--- config.mk ---
export PLATFORM = sky130hd
export DESIGN_NAME = spi_m1_master
export DESIGN_NICKNAME = d
export VERILOG_FILES = /design/src/rtl/spi_m1_pkg.sv /design/src/rtl/spi_m1_fifo.sv /design/src/rtl/spi_m1_datapath.sv /design/src/rtl/spi_m1_ctrl.sv /design/src/rtl/spi_m1_master.sv
export SDC_FILE = /design/constraint.sdc
export NUM_CORES = 1
export LEC_CHECK = 0
export BUFFER_PORTS_ARGS = -buffer_cell sky130_fd_sc_hd__buf_2
export CAP_MARGIN = 20
export CORE_ASPECT_RATIO = 1.2
export CORE_UTILIZATION = 45
export DETAILED_ROUTE_END_ITERATION = 8
export GPL_TIMING_DRIVEN = 0
export PLACE_DENSITY = 0.72
export SKIP_CTS_REPAIR_TIMING = 1
export SLEW_MARGIN = 20
export SYNTH_ARGS = -nofsm -noshare
export SYNTH_HDL_FRONTEND = slang
export SYNTH_SLANG_ARGS = --single-unit
--- constraint.sdc ---
create_clock -name clk -period 2.85 [get_ports clk]
set_input_delay 0.285 -clock clk [delete_from_list [all_inputs] [get_ports clk]]
set_output_delay 0.285 -clock clk [all_outputs]
set_load 0.03 [all_outputs]
--- src/rtl/spi_m1_pkg.sv ---
package spi_m1_pkg;
  // one-cycle strobes from the sequencer to the shift datapath
  typedef struct packed {
    logic load;        // fetch a word from the transmit FIFO, no launch yet
    logic launch;      // put the next bit on mosi (rising sclk)
    logic loadLaunch;  // fetch a word and put its first bit on mosi at once
    logic sample;      // capture miso (falling sclk)
    logic lastSample;  // this capture completes the word
    logic dropSel;     // select is being released, park mosi low
  } spiStrobe_t;
endpackage

--- src/rtl/spi_m1_fifo.sv ---
module spi_m1_fifo #(
  parameter int WIDTH = 16,
  parameter int DEPTH = 4
) (
  input  logic             clk,
  input  logic             rstN,
  input  logic             push,
  input  logic [WIDTH-1:0] din,
  input  logic             pop,
  output logic [WIDTH-1:0] dout,
  output logic             full,
  output logic             empty
);
  localparam int AW = (DEPTH > 1) ? $clog2(DEPTH) : 1;

  logic [WIDTH-1:0] mem [DEPTH];
  logic [AW:0] wrPtr, rdPtr;
  logic wrEn, rdEn;

  assign wrEn  = push && !full;
  assign rdEn  = pop && !empty;
  assign empty = (wrPtr == rdPtr);
  assign full  = (wrPtr[AW] != rdPtr[AW]) && (wrPtr[AW-1:0] == rdPtr[AW-1:0]);
  assign dout  = mem[rdPtr[AW-1:0]];

  always_ff @(posedge clk) begin
    if (wrEn) mem[wrPtr[AW-1:0]] <= din;
  end

  always_ff @(posedge clk) begin
    if (!rstN) begin
      wrPtr <= '0;
      rdPtr <= '0;
    end else begin
      if (wrEn) wrPtr <= wrPtr + (AW+1)'(1);
      if (rdEn) rdPtr <= rdPtr + (AW+1)'(1);
    end
  end
endmodule

--- src/rtl/spi_m1_datapath.sv ---
module spi_m1_datapath
  import spi_m1_pkg::*;
#(
  parameter int WORD_W = 16,
  localparam int LEN_W = $clog2(WORD_W + 1),
  localparam int IDX_W = $clog2(WORD_W)
) (
  input  logic              clk,
  input  logic              rstN,
  input  spiStrobe_t        strb,
  input  logic [LEN_W-1:0]  lenL,
  input  logic [WORD_W-1:0] txWord,
  input  logic              miso,
  output logic              mosi,
  output logic [WORD_W-1:0] rxWord
);
  logic [WORD_W-1:0] txShift, rxShift;
  logic [IDX_W-1:0]  msbIdx;

  // top bit of the active frame inside the shift register
  assign msbIdx = IDX_W'(lenL - LEN_W'(1));
  // word as it stands once the current miso bit is taken in
  assign rxWord = {rxShift[WORD_W-2:0], miso};

  always_ff @(posedge clk) begin
    if (!rstN) begin
      txShift <= '0;
      rxShift <= '0;
      mosi    <= 1'b0;
    end else begin
      if (strb.load) begin
        txShift <= txWord;
        rxShift <= '0;
      end
      if (strb.loadLaunch) begin
        mosi    <= txWord[msbIdx];
        txShift <= txWord << 1;
        rxShift <= '0;
      end
      if (strb.launch) begin
        mosi    <= txShift[msbIdx];
        txShift <= txShift << 1;
      end
      if (strb.sample) rxShift <= rxWord;
      if (strb.dropSel) mosi <= 1'b0;
    end
  end
endmodule

--- src/rtl/spi_m1_ctrl.sv ---
module spi_m1_ctrl
  import spi_m1_pkg::*;
#(
  parameter int WORD_W  = 16,
  parameter int MIN_LEN = 4,
  parameter int DIV_W   = 8,
  localparam int LEN_W  = $clog2(WORD_W + 1)
) (
  input  logic             clk,
  input  logic             rstN,
  input  logic             enable,
  input  logic [LEN_W-1:0] wordLen,
  input  logic [DIV_W-1:0] clkDiv,
  input  logic             txEmpty,
  input  logic             rxFull,
  output spiStrobe_t       strb,
  output logic [LEN_W-1:0] lenL,
  output logic             sclk,
  output logic             ssN,
  output logic             busy,
  output logic             overrun
);
  typedef enum logic [2:0] {S_IDLE, S_LEAD, S_HIGH, S_LOW, S_TAIL} phase_t;

  phase_t           state;
  logic [DIV_W-1:0] cnt, divL;
  logic [LEN_W-1:0] bitCnt;
  logic             halfDone, haveWord;

  function automatic logic [LEN_W-1:0] clampLen(input logic [LEN_W-1:0] v);
    if (v < LEN_W'(MIN_LEN)) return LEN_W'(MIN_LEN);
    if (v > LEN_W'(WORD_W))  return LEN_W'(WORD_W);
    return v;
  endfunction

  assign halfDone = (cnt == divL);
  assign haveWord = enable && !txEmpty;
  assign busy     = (state != S_IDLE);

  always_comb begin
    strb = '0;
    case (state)
      S_IDLE: strb.load = haveWord;
      S_LEAD: strb.launch = halfDone;
      S_HIGH: begin
        strb.sample     = halfDone;
        strb.lastSample = halfDone && (bitCnt == '0);
      end
      S_LOW: if (halfDone) begin
        if (bitCnt != '0) strb.launch = 1'b1;
        else              strb.loadLaunch = haveWord;
      end
      S_TAIL: strb.dropSel = halfDone;
      default: ;
    endcase
  end

  always_ff @(posedge clk) begin
    if (!rstN) begin
      state   <= S_IDLE;
      cnt     <= '0;
      divL    <= '0;
      lenL    <= LEN_W'(MIN_LEN);
      bitCnt  <= '0;
      sclk    <= 1'b0;
      ssN     <= 1'b1;
      overrun <= 1'b0;
    end else begin
      cnt <= (state == S_IDLE || halfDone) ? '0 : cnt + DIV_W'(1);
      case (state)
        S_IDLE: if (haveWord) begin
          state <= S_LEAD;
          ssN   <= 1'b0;
          lenL  <= clampLen(wordLen);
          divL  <= clkDiv;
        end
        S_LEAD: if (halfDone) begin
          state  <= S_HIGH;
          sclk   <= 1'b1;
          bitCnt <= lenL - LEN_W'(1);
        end
        S_HIGH: if (halfDone) begin
          state <= S_LOW;
          sclk  <= 1'b0;
        end
        S_LOW: if (halfDone) begin
          if (bitCnt != '0) begin
            state  <= S_HIGH;
            sclk   <= 1'b1;
            bitCnt <= bitCnt - LEN_W'(1);
          end else if (haveWord) begin
            state  <= S_HIGH;
            sclk   <= 1'b1;
            bitCnt <= lenL - LEN_W'(1);
          end else begin
            state <= S_TAIL;
          end
        end
        S_TAIL: if (halfDone) begin
          state <= S_IDLE;
          ssN   <= 1'b1;
        end
        default: state <= S_IDLE;
      endcase
      if (strb.lastSample && rxFull) overrun <= 1'b1;
    end
  end
endmodule

--- src/rtl/spi_m1_master.sv ---
module spi_m1_master
  import spi_m1_pkg::*;
#(
  parameter int WORD_W   = 16,
  parameter int MIN_LEN  = 4,
  parameter int TX_DEPTH = 4,
  parameter int RX_DEPTH = 4,
  parameter int DIV_W    = 8,
  localparam int LEN_W   = $clog2(WORD_W + 1)
) (
  input  logic              clk,
  input  logic              rstN,
  input  logic              enable,
  input  logic [LEN_W-1:0]  wordLen,
  input  logic [DIV_W-1:0]  clkDiv,
  input  logic              txPush,
  input  logic [WORD_W-1:0] txData,
  output logic              txFull,
  output logic              txEmpty,
  input  logic              rxPop,
  output logic [WORD_W-1:0] rxData,
  output logic              rxEmpty,
  output logic              rxOverrun,
  output logic              sclk,
  output logic              mosi,
  input  logic              miso,
  output logic              ssN,
  output logic              busy
);
  spiStrobe_t        strb;
  logic [LEN_W-1:0]  lenL;
  logic [WORD_W-1:0] txHead, rxWord;
  logic              rxFull;

  spi_m1_fifo #(.WIDTH(WORD_W), .DEPTH(TX_DEPTH)) u_txFifo (
    .clk(clk), .rstN(rstN),
    .push(txPush), .din(txData),
    .pop(strb.load || strb.loadLaunch),
    .dout(txHead), .full(txFull), .empty(txEmpty)
  );

  spi_m1_fifo #(.WIDTH(WORD_W), .DEPTH(RX_DEPTH)) u_rxFifo (
    .clk(clk), .rstN(rstN),
    .push(strb.lastSample), .din(rxWord),
    .pop(rxPop),
    .dout(rxData), .full(rxFull), .empty(rxEmpty)
  );

  spi_m1_ctrl #(.WORD_W(WORD_W), .MIN_LEN(MIN_LEN), .DIV_W(DIV_W)) u_ctrl (
    .clk(clk), .rstN(rstN), .enable(enable),
    .wordLen(wordLen), .clkDiv(clkDiv),
    .txEmpty(txEmpty), .rxFull(rxFull),
    .strb(strb), .lenL(lenL),
    .sclk(sclk), .ssN(ssN), .busy(busy), .overrun(rxOverrun)
  );

  spi_m1_datapath #(.WORD_W(WORD_W)) u_dp (
    .clk(clk), .rstN(rstN), .strb(strb), .lenL(lenL),
    .txWord(txHead), .miso(miso), .mosi(mosi), .rxWord(rxWord)
  );
endmodule

==> qor.txt, run 1 <==
routed vias/inst: 5.53
gpl congestion: 0.859
Hold Violations, Final: 0
worst endpoint required time: 3210 ps
first-pass GRT wire length: 27100 um
DRT antenna net count: 0
share of cells above drive strength 1: 23.8%
largest net degree at the start of global routing: 18
die span in x: 129 um
HP Class: primary input to flip-flop
Placed Cells: 928
Ports: 59
Top FF cell, synth: edfxtp_1
post-synth top area share: 44.3%
CP arrival: 2940 ps
Num Clock Sinks: 208
RR Startpoint: u_ctrl.lenL[0]
crit path from: u_ctrl.lenL[0]
Syn-to-layout area delta: 14.6%
fin crit share: 90.5%
Reg area: 5450 sq um
Setup crit end kind: flip-flop
cell count after synthesis: 614
Finished Core Util: 52.8%
post-synthesis async set-or-reset flop share: 0%
Initial DRT Pass Iterations: 6
wire length per cell: 17.6 um
Worst-path clk slew: 70 ps
Ant. Diodes: 0
Worst Hold Launch: txData[3]
number of synthesized flops with an enable pin: 128
number of synthesized register bits: 208
Slew @ Worst Pin: 919 ps
Final setup viols: 0
count leader, synth: edfxtp_1
Syn Area/Cell: 14.1 sq um
final WL: 16900 um
clk_lat worst skew: 490 ps
Synth cell types: 60
total grt overflow: 0
maximum clock insertion buffer count: 3
final slew viol count: 0
fmax: 388 MHz
Post-Synthesis Cell Area: 8680 sq um
minimum clock period: 2580 ps
Die Area: 19900 sq um
synth top area cells: edfxtp_1, dfxtp_1, mux4_2
initial core utilization: 46.1%
Slew HR: 38.8%
# DRC: 0
CTS tree: done
GRT Total Usage: 17.4%
Final Non-Filler Cells: 963
Seq/Total Area, Yosys: 62.7%
Max Fanout on Critical Path: 10
Max Cap Viol: 0
Worst VDD drop: 0.000496 V
critical path class: flip-flop to flip-flop
leakage power: 3.36 nW
outcome: completed
Post-DP HPWL: 11600 um
syn_nets: 662
nets: 742
Post-synth top cells: edfxtp_1, dfxtp_1, nand2_1
startpoint types: flip-flop
H-tree levels: 1
Multi-input gate area: 3000 sq um
Rows: 55
Yosys warnings: 0
Final Cell Area: 9950 sq um
Die Y: 154 um
PortBufs: 58
Inserted Clock Buffers: 21
Cell Area, Placed: 9300 sq um
vias in the first global route: 5378
antenna violations before repair: 0
Worst Skew: 14.5 ps
unrepaired setup endpoints after global routing: false
fillers: 1581
via count: 5324
CTS root buffer: clkbuf_16
leading area contributor after synthesis: edfxtp_1
Power Density: 859 nW/um^2
Core Area: 18900 sq um
Detailed Route Iter0 Violations: 433
==> logic make-up (layout without fill, tap and decap cells) <==
group | count (synthesis) | after routing | share of synthesized area, %
simple gates | 168 | 168 | 9.93
xor+xnor | 30 | 30 | 3.46
mux | 52 | 52 | 11.3
fa+ha+maj | 13 | 13 | 1.87
buf+inv | 46 | 139 | 2.95
compound gates | 97 | 97 | 7.82
flops | 208 | 208 | 62.7
==> worst max-delay path, cell delays in order (launching register included) <==
cell	delay [ps]
dfxtp_1	310
buf_2	220
clkbuf_8	230
inv_1	90
ha_1	370
clkbuf_8	200
mux4_2	300
mux4_1	500
a22oi_1	150
a31oi_1	90
==> layout by cell type (no fill, tap or decap), types with 3 or more instances in the layout <==
master / n
clkbuf_8: 3
a31oi_1: 6
ha_1: 13
mux4_2: 34
and3_1: 5
a21oi_1: 36
or3_1: 6
clkinv_2: 4
xnor2_1: 14
dfxtp_1: 80
and2_1: 4
nand3b_1: 3
nand2b_1: 3
inv_1: 13
mux2i_1: 16
clkbuf_1: 18
clkbuf_16: 21
nor3_1: 5
a22oi_1: 18
edfxtp_1: 128
a222oi_1: 13
and2_2: 4
buf_2: 65
xor2_1: 10
nor2_1: 52
o21ai_0: 7
xnor2_2: 6
nand2_1: 56
nand3_1: 11
==> flip-flops by register name, summed over array words and instances, names as in the netlist, named ones only <==
| name | cells |
|---|---|
| u_rxFifo.rdPtr | 3 |
| u_rxFifo.mem | 64 |
| u_ctrl.bitCnt | 5 |
| u_ctrl.divL | 8 |
| u_ctrl.ssN | 1 |
| u_ctrl.cnt | 8 |
| u_rxFifo.wrPtr | 3 |
| u_txFifo.wrPtr | 3 |
| u_ctrl.overrun | 1 |
| u_dp.txShift | 16 |
| u_ctrl.sclk | 1 |
| u_txFifo.mem | 64 |
| u_dp.rxShift | 15 |
| u_txFifo.rdPtr | 3 |
| u_ctrl.lenL | 5 |
| u_ctrl.state | 3 |
| u_dp.mosi | 1 |
==> routing by layer <==
metal | vias to the layer above | global-route usage, % | wire (um)
met4 | 0 | 7.17 | 503
met5 | - | 0 | 0
li1 | 2493 | - | -
met1 | 2637 | 20.6 | 6760
met3 | 37 | 2.63 | 744
met2 | 157 | 31.5 | 8900
==> through the flow <==
step / power [W] / worst slack (ps) / hold WS, ps / TNS, ps
2_1_floorplan: 0.00541 / 507 / 363 / 0
5_1_grt: 0.00892 / 120 / 3.92 / 0
4_1_cts: 0.00860 / -25.7 / -9.63 / -458
3_5_place_dp: 0.00599 / 4.39 / 440 / 0
3_3_place_gp: 0.00592 / 88.5 / 437 / 0
6_report: 0.00855 / 272 / 8.70 / 0
==> final cells by class <==
| type | count | share of cell area (%) |
|---|---|---|
| buffer | 29 | 1.94 |
| clock buffer | 26 | 5.57 |
| inverter | 16 | 0.603 |
| multi-input combinational | 360 | 30.1 |
| timing repair buffer | 58 | 2.92 |
| sequential | 208 | 54.7 |
| clock inverter | 10 | 0.955 |
| tap | 256 | 3.22 |
==> report_power, final <==
part | switching, W | leakage [nW] | internal [W]
clock | 0.00112 | 0.318 | 0.00149
sequential | 0.000193 | 1.82 | 0.00345
combinational | 0.00140 | 1.22 | 0.000899
==> path summary, 6_finish.rpt <==
kind / slack (ps) / endpoint / depth (start not counted)
setup reg to reg: 270 / u_dp.mosi / 9
hold reg to reg: 450 / u_ctrl.ssN / 1
hold / removal: 9 / u_txFifo.mem[3][3] / 1
setup / recovery: 270 / u_dp.mosi / 9
Power figures use the tool's default switching activity.
==> inputs of run 2 (changes only) <==
--- a/config.mk
+++ b/config.mk
@@ -9,6 +9,7 @@
 export CAP_MARGIN = 20
 export CORE_ASPECT_RATIO = 1.2
 export CORE_UTILIZATION = 45
+export CTS_BUF_LIST = sky130_fd_sc_hd__clkbuf_8
 export DETAILED_ROUTE_END_ITERATION = 8
 export GPL_TIMING_DRIVEN = 0
 export PLACE_DENSITY = 0.72
==> run 2 against run 1 <==
Final area up 2.1%. Critical endpoint is now rxData[13]. Clock power about the same. Maximum frequency down 0.74%. Utilization up 1.1 points. Wire length up 0.38%.
==> qor.txt, run 2 (same netlist as run 1, synthesis figures left out) <==
outcome: completed
Worst Hold Launch: miso
CP arrival: 2310 ps (-630 ps)
Detailed Route Iter0 Violations: 482 (+11%)
worst r2r path cells: 9 (unchanged)
HP Class: primary input to flip-flop
Max Fanout on Critical Path: 10 (unchanged)
wire length per cell: 16.9 um (-3.8%)
fmax: 385 MHz (-0.74%)
routed vias/inst: 5.39 (-2.4%)
gpl congestion: 0.859 (unchanged)
Ant. Diodes: 0 (unchanged)
maximum clock insertion buffer count: 3 (unchanged)
total grt overflow: 0 (unchanged)
Worst VDD drop: 0.000436 V (-12%)
leakage power: 3.48 nW (+3.6%)
Core Area: 18900 sq um (unchanged)
Worst Skew: 27.2 ps (+12.7 ps)
Post-DP HPWL: 11600 um (unchanged)
P_sw: 0.00276 W (+1.5%)
clock group share of total power: 30.3% (-0.2 points)
PortBufs: 58 (unchanged)
via count: 5421 (+1.8%)
RR Startpoint: u_ctrl.lenL[0]
Slew HR: 39.2% (+0.47 points)
CTS tree: done
startpoint types: flip-flop
Inserted Clock Buffers: 35 (+67%)
worst endpoint required time: 2570 ps (-640 ps)
Reg area: 5450 sq um (unchanged)
initial core utilization: 46.1% (unchanged)
final slew viol count: 0 (unchanged)
nets: 772 (+4.0%)
final WL: 17000 um (+0.38%)
Rows: 55 (unchanged)
Num Clock Sinks: 208 (unchanged)
antenna violations before repair: 0 (unchanged)
hold endpoint: u_rxFifo.mem[0][0]
fin crit share: 91.1% (+0.68 points)
switching portion of total power: 32.3% (+0.51 points)
unrepaired setup endpoints after global routing: false
Setup crit end kind: output port
Power Density: 841 nW/um^2 (-2.1%)
die span in x: 129 um (unchanged)
Worst-path clk slew: 60 ps (about the same)
Final setup viols: 0 (unchanged)
minimum clock period: 2600 ps (+19.2 ps)
share of cells above drive strength 1: 25.2% (+1.5 points)
Setup WS post-layout: 253 ps (-19.2 ps)
clk_lat worst skew: 510 ps (+20 ps)
combinational power share: 27.1% (+0.2 points)
Max Cap Viol: 0 (unchanged)
# DRC: 0 (unchanged)
largest net degree at the start of global routing: 18 (unchanged)
Syn-to-layout area delta: 17.0%
critical path class: flip-flop to output port
Hold Violations, Final: 0 (unchanged)
P_int: 0.00578 W (-0.87%)
Multi-input gate area: 3000 sq um (unchanged)
most common cell after layout, fill and taps aside: edfxtp_1
hold depth: 1 (unchanged)
setup_tns: 0 ps (unchanged)
GRT Total Usage: 17.6% (+0.11 points)
H-tree levels: 2 (+1)
Die Area: 19900 sq um (unchanged)
R2R Path End: u_dp.mosi
Sequential Power Share: 42.7% (about the same)
vias in the first global route: 5501 (+2.3%)
first-pass GRT wire length: 27200 um (+0.36%)
Ports: 59 (unchanged)
DRT antenna net count: 0 (unchanged)
worst slack, placed: 4.39 ps (unchanged)
most frequent cells in the layout: edfxtp_1, dfxtp_1, buf_2
Initial DRT Pass Iterations: 5 (-1)
Slew @ Worst Pin: 912 ps (-7.06 ps)
R2R setup slack: 280 ps (about the same)
CTS root buffer: clkbuf_8
Die Y: 154 um (unchanged)
fillers: 1596 (+0.95%)
run 2: changes by cell type in the layout (fill, tap and decap cells not counted), sizes merged:
| cell | delta |
|---|---|
| inv | +4 |
| dlygate4sd3 | +16 |
| clkbuf | +15 |
| clkinv | +7 |
run 2: per-stage QoR:
stage	total power, W	instance area [sq um]	util, %	cells	hold WS [ps]
after floorplan	0.00541	8680	-	614	363
after global placement	0.00592	9300	49.3	928	437
after detailed placement	0.00599	9300	49.3	928	440
after CTS	0.00859	9990	53.0	990	-54.8
after global routing	0.00896	10200	53.9	1005	4.59
final	0.00854	10200	53.9	1005	24.3
run 2: power groups by stage:
stage / Sequential, W / Combinational, W / Clock, W
final: 0.00365 / 0.00231 / 0.00258
after global routing: 0.00368 / 0.00250 / 0.00278
after CTS: 0.00363 / 0.00231 / 0.00265
after detailed placement: 0.00369 / 0.00230 / 0
after global placement: 0.00367 / 0.00225 / 0
after floorplan: 0.00366 / 0.00175 / 0
run 2: cell type report:
type / count / share of cell area (%)
flip-flops and latches: 208 / 53.6
multi-input cells: 360 / 29.5
clock buffers: 41 / 5.55
repair buffers: 74 / 4.43
well taps: 256 / 3.15
plain buffers: 29 / 1.90
clock inverters: 21 / 1.29
inverters: 16 / 0.591
run 2: worst max-delay path by stage:
stage,start,end,slack [ps],cells past startpoint
after floorplan,u_ctrl.lenL[0],u_dp.mosi,510,8
after global placement,u_ctrl.lenL[0],u_dp.mosi,90,8
after detailed placement,u_ctrl.cnt[2],u_rxFifo.mem[1][11],4,6
after CTS,u_ctrl.cnt[2],u_rxFifo.mem[1][11],-5,6
after global routing,flip-flop,rxData[13],90,3
final,flip-flop,rxData[13],250,4
run 2: metal layers:
metal  vias up  wire length [um]  track usage (%)
li1       2556                 -                -
met1      2670              6720             20.1
met2       164              9010             31.3
met3        31               831             4.05
met4         0               412             7.17
met5         -                 0                0
run 2: worst max-delay path, cell delays in order (launching register included):
cell	delay, ps
dfxtp_1	300
clkbuf_1	350
clkbuf_1	540
mux4_2	420
buf_2	200
